--- src/rtl/fcode_alu_pkg.sv ---
package fcode_alu_pkg;
  // Result selector carried in the low two function bits
  typedef enum logic [1:0] {
    SEL_AND = 2'b00,
    SEL_OR  = 2'b01,
    SEL_SUM = 2'b10,
    SEL_SLT = 2'b11
  } res_sel_e;

  localparam logic [2:0] FUNC_UNUSED = 3'b011;
  localparam logic [2:0] FUNC_ADD    = 3'b010;
  localparam logic [2:0] FUNC_SUB    = 3'b110;
  localparam logic [2:0] FUNC_SLT    = 3'b111;
endpackage

--- src/rtl/fcode_alu_operand.sv ---
module fcode_alu_operand #(
  parameter int W = 32
) (
  input  logic [W-1:0] b_raw,
  input  logic         invert,
  output logic [W-1:0] b_eff,
  output logic         carry_in
);
  always_comb begin
    b_eff    = invert ? ~b_raw : b_raw;
    carry_in = invert;
  end

  // the inverted operand and the forced carry always travel together
  always_comb begin
    if (invert) begin
      a_r4_invert_pair: assert ((b_eff ^ b_raw) == {W{1'b1}} && carry_in);
    end else begin
      a_r3_pass_pair: assert (b_eff == b_raw && !carry_in);
    end
  end
endmodule

--- src/rtl/fcode_alu_adder.sv ---
module fcode_alu_adder #(
  parameter int W      = 32,
  parameter bit RIPPLE = 1'b1
) (
  input  logic [W-1:0] a,
  input  logic [W-1:0] b,
  input  logic         cin,
  output logic [W-1:0] sum
);
  generate
    if (RIPPLE) begin : g_ripple
      logic [W:0] carry;
      assign carry[0] = cin;
      for (genvar i = 0; i < W; i++) begin : g_bit
        assign sum[i]     = a[i] ^ b[i] ^ carry[i];
        assign carry[i+1] = (a[i] & b[i]) | (carry[i] & (a[i] ^ b[i]));
      end
    end else begin : g_behav
      assign sum = a + b + {{(W-1){1'b0}}, cin};
    end
  endgenerate
endmodule

--- src/rtl/fcode_alu_select.sv ---
module fcode_alu_select #(
  parameter int W = 32
) (
  input  logic [2:0]   func,
  input  logic [W-1:0] a,
  input  logic [W-1:0] b_eff,
  input  logic [W-1:0] sum,
  output logic [W-1:0] y
);
  import fcode_alu_pkg::*;
  localparam int PAD = W - 1;

  res_sel_e sel;
  assign sel = res_sel_e'(func[1:0]);

  always_comb begin
    if (func == FUNC_UNUSED) begin
      y = '0;
    end else begin
      unique case (sel)
        SEL_AND: y = a & b_eff;
        SEL_OR:  y = a | b_eff;
        SEL_SUM: y = sum;
        SEL_SLT: y = {{PAD{1'b0}}, sum[W-1]};
        default: y = '0;
      endcase
    end
  end

  // the set-less-than form never sets any bit above bit 0
  always_comb begin
    if (func == FUNC_SLT) begin
      a_r8_slt_upper_clear: assert (y[W-1:1] == '0);
    end
  end
endmodule

--- src/rtl/fcode_alu.sv ---
module fcode_alu #(
  parameter int W      = 32,
  parameter bit RIPPLE = 1'b1
) (
  input  logic [W-1:0] a_in,
  input  logic [W-1:0] b_in,
  input  logic [2:0]   func,
  output logic [W-1:0] y_out,
  output logic         zero_out
);
  import fcode_alu_pkg::*;

  logic [W-1:0] b_eff;
  logic         cin;
  logic [W-1:0] sum;

  fcode_alu_operand #(.W(W)) u_operand (
    .b_raw    (b_in),
    .invert   (func[2]),
    .b_eff    (b_eff),
    .carry_in (cin)
  );

  fcode_alu_adder #(.W(W), .RIPPLE(RIPPLE)) u_adder (
    .a   (a_in),
    .b   (b_eff),
    .cin (cin),
    .sum (sum)
  );

  fcode_alu_select #(.W(W)) u_select (
    .func  (func),
    .a     (a_in),
    .b_eff (b_eff),
    .sum   (sum),
    .y     (y_out)
  );

  assign zero_out = ~|y_out;

  // Checks relating the shared adder and the selector to the ports
  always_comb begin
    if (func == FUNC_ADD) begin
      a_r3_add_result: assert (y_out == W'(a_in + b_in));
    end
    if (func == FUNC_SUB) begin
      a_r4_sub_result: assert (y_out == W'(a_in - b_in));
    end
    if (func == FUNC_UNUSED) begin
      a_r9_unused_zero: assert (y_out == '0 && zero_out);
    end
    if (func == FUNC_SLT) begin
      a_r10_slt_zero_flag: assert (zero_out == ~sum[W-1]);
    end
  end
endmodule

--- config.mk ---
export PLATFORM = sky130hd
export DESIGN_NAME = fcode_alu
export DESIGN_NICKNAME = d
export VERILOG_FILES = /design/src/rtl/fcode_alu_pkg.sv /design/src/rtl/fcode_alu_operand.sv /design/src/rtl/fcode_alu_adder.sv /design/src/rtl/fcode_alu_select.sv /design/src/rtl/fcode_alu.sv
export SDC_FILE = /design/constraint.sdc
export NUM_CORES = 1
export LEC_CHECK = 0
export ABC_AREA = 1
export BUFFER_PORTS_ARGS = -buffer_cell sky130_fd_sc_hd__buf_4
export CORE_MARGIN = 2
export CORE_UTILIZATION = 40
export DETAILED_ROUTE_END_ITERATION = 8
export PLACE_DENSITY = 0.73
export SYNTH_ARGS = -nofsm -noshare
export SYNTH_HDL_FRONTEND = slang
export SYNTH_SLANG_ARGS = --single-unit
--- constraint.sdc ---
create_clock -name vclk -period 33.6
set_input_delay 3.36 -clock vclk [all_inputs]
set_output_delay 3.36 -clock vclk [all_outputs]
set_load 0.01 [all_outputs]
==> results.md <==
- The die is 91.2 um tall.
- The total net switching power is 35.8 uW.
- The count of pins over their slew limit is 0.
- The number of buffers inserted by hold repair at cts is 0.
- Leaving out fill and tap cells, the most frequent cell in the layout is inv_1.
- The transition time at the pin with the least slew margin is 0.971 ns.
- The floorplan core area is 0.00729 mm^2.
- The congestion estimate from routability-driven global placement came to 0.834.
- The number of placement rows is 31.
- The library cells used most frequently in the layout, excluding fill and tap cells, are inv_1 (102), buf_4 (101), nand2_1 (84).
- The final wirelength is 6.95 mm.
- The highest-delay cell along the critical path is fa_1.
- The maximum achievable frequency is 47.4 MHz.
- The fraction of the cycle the final worst path needs is 62.8%.
- Dividing the detail-routed wire length by the instance count gives 11.3 um.
- Setup repair after global routing left no endpoint under its margin.
- STA puts the critical path data required time at 30.24 ns.
- The synthesized netlist occupies a cell area of 0.00304 mm^2.
- The pin count of the biggest net entering global routing is 37.
- The share of the yosys chip area belonging to registers is 0%.
- In the final layout, the share of cells above drive strength 1 is 24.3%.
- Global routing finished with a remaining overflow of 0.
- The global-route wire length before repair is 12.0 mm.
- The standard cell area after detailed placement is 0.00381 mm^2.
- The cell count after synthesis is 427.
- The synthesized design spends more area on one cell type than any other, namely ha_1.
- STA classifies the critical path startpoint as an input pin.
- The hold violation total from the final report came to 0.
- The worst setup path is of the in -> out kind.
- The total iterations of the first detailed-routing run is 4.
- The total of warnings raised by yosys is 0.
- The number of placed I/O pins is 100.
- For this configuration, the core starts out at a cell density of 41.7%.
- The design draws 66.0 uW.
- The number of failing setup endpoints in the final timing report is 0.
- The die covers 0.00832 mm^2.
- The average instance in the mapped netlist occupies 7.13 um^2.
- The number of antenna violations at the first check in global routing is 0.
- The sequential fraction of design power is 0%.
- Of all nets on the critical path, the largest fanout is 36.
- STA classifies the critical path endpoint as a primary output.
- The estimated wirelength of the detail-placed design is 5.90 mm.
- The register area is 0 um^2.
- 0 antenna diodes ended up in the layout.
- The routed via count is 2682.
- The number of gates given a new drive strength after cts is 0.
- The share of the synthesized area in the top cell type is 26.3%.
- Counting every net in the synthesized netlist gives 588.
- The number of vias per cell is 4.38.
- The number of nets still failing antenna checks after routing is 0.
- Per report_power, the combinational group accounts for 100.0% of the total.
- The die is 91.2 um wide.
- For this run, the total global-route usage over all layers was measured as 17.0%.
- Counting the clock-network buffers in the layout gives 0.
- Data arrives at the worst endpoint at 17.75 ns.
- The filler cells instantiated in the layout total 750.
- The part of the total power dissipated in the clock network is 0%.
- The internal power is 30.2 uW.
- The fraction of power spent switching nets is 54.2%.
- In the final design database the tool counted 677 nets.
- The cell repeated most along the worst path is fa_1.
- The distinct cell type count after synthesis is 21.
- The worst hold path belongs to the class in -> out.
- The via count of the first global-routing pass is 2729.
- The worst-case IR drop observed on VDD is 0.00000973 V.
- The design has 0 sequential cells.
- Summing all non-filler instances in the final layout gives an area of 0.00381 mm^2.
- The total setup buffers inserted after CTS is 0.
- The residual DRC count is 0.
- The count of input and output buffers is 100.
- The max-slew headroom at the worst pin is 35.0%.
- The sum of negative setup slack is 0 ns.
- Yosys attributes the largest share of cell area to ha_1 (26%), fa_1 (20%), inv_1 (13%).
- The number of max-capacitance violations reported is 0.
- The area growth from synthesis to layout is 25.3%.
- For this design the static power due to leakage is 2.24 nW.
- For this run, the slowest stage of the critical path takes 0.47 ns.
- The worst path needs 21.11 ns of the cycle, external delays included.
- The iteration-0 DRC count of the detailed router is 81.
- The flow ran to the end, and the final reports show no timing, DRC or antenna violations.
- The power per standard cell area is 17.3 mW/mm^2.
[power groups by stage]
stage               clock network (mW)  registers, mW  logic [mW]
global placement                     0              0      0.0645
global route                         0              0      0.0756
finish                               0              0      0.0660
detailed placement                   0              0      0.0671
CTS                                  0              0      0.0672
floorplan                            0              0      0.0419
[critical path, delay by kind of cell]
family / cells / cell delay (ns)
adders and majority gates: 30 / 12.68
buffers and inverters: 5 / 0.84
and+or+nand+nor: 7 / 0.61
xor gates and xnor gates: 1 / 0.21
[path summary, 6_finish.rpt]
check / to / startpoint / cells after the start / slack (ns)
worst max-delay path: zero_out / func[2] / 43 / 12.49
worst min-delay path: y_out[17] / func[0] / 4 / 7.19
[cell families (layout without fill, tap and decap cells)]
group,after synthesis,count (layout),synth area share (%)
AOI/OAI and AO/OA,3,3,0.534
xor gates and xnor gates,32,32,9.21
adders and majority gates,94,94,46.0
buffers and inverters,118,205,16.5
and+or+nand+nor,180,180,27.7
[stage by stage]
| step | hold WS, ns | utilization, % | cells | worst slack (ns) |
|---|---|---|---|---|
| global route | 7.23 | 52.3 | 613 | 11.82 |
| CTS | 7.20 | 52.3 | 613 | 12.37 |
| floorplan | 6.92 | - | 427 | 13.12 |
| finish | 7.19 | 52.3 | 613 | 12.49 |
| detailed placement | 7.19 | 52.3 | 613 | 12.42 |
| global placement | 7.20 | 52.3 | 613 | 12.67 |
[routing by layer]
| layer | GRT usage, % | vias to the layer above | routed length (um) |
|---|---|---|---|
| met5 | 0 | - | 0 |
| met3 | 1.49 | 6 | 358 |
| met1 | 21.6 | 1198 | 3090 |
| met2 | 32.1 | 81 | 3460 |
| met4 | 1.64 | 0 | 48 |
| li1 | - | 1397 | - |
[cells in the mapped netlist (all sizes together)]
| cell type | instances |
|---|---|
| inv | 104 |
| nand2 | 86 |
| ha | 64 |
| nor2 | 48 |
| nand3 | 40 |
| xnor2 | 31 |
| fa | 30 |
| buf | 13 |
| nand3b | 4 |
| a21oi | 2 |
| nor3 | 2 |
| clkbuf | 1 |
| o22ai | 1 |
| xor2 | 1 |
[area by class of cell]
type | instances | area [um^2] | area share [%]
tap | 99 | 124 | 3.25
timing repair buffer | 101 | 758 | 19.9
multi-input combinational | 309 | 2540 | 66.6
inverter | 104 | 390 | 10.2
Power figures use the tool's default switching activity.
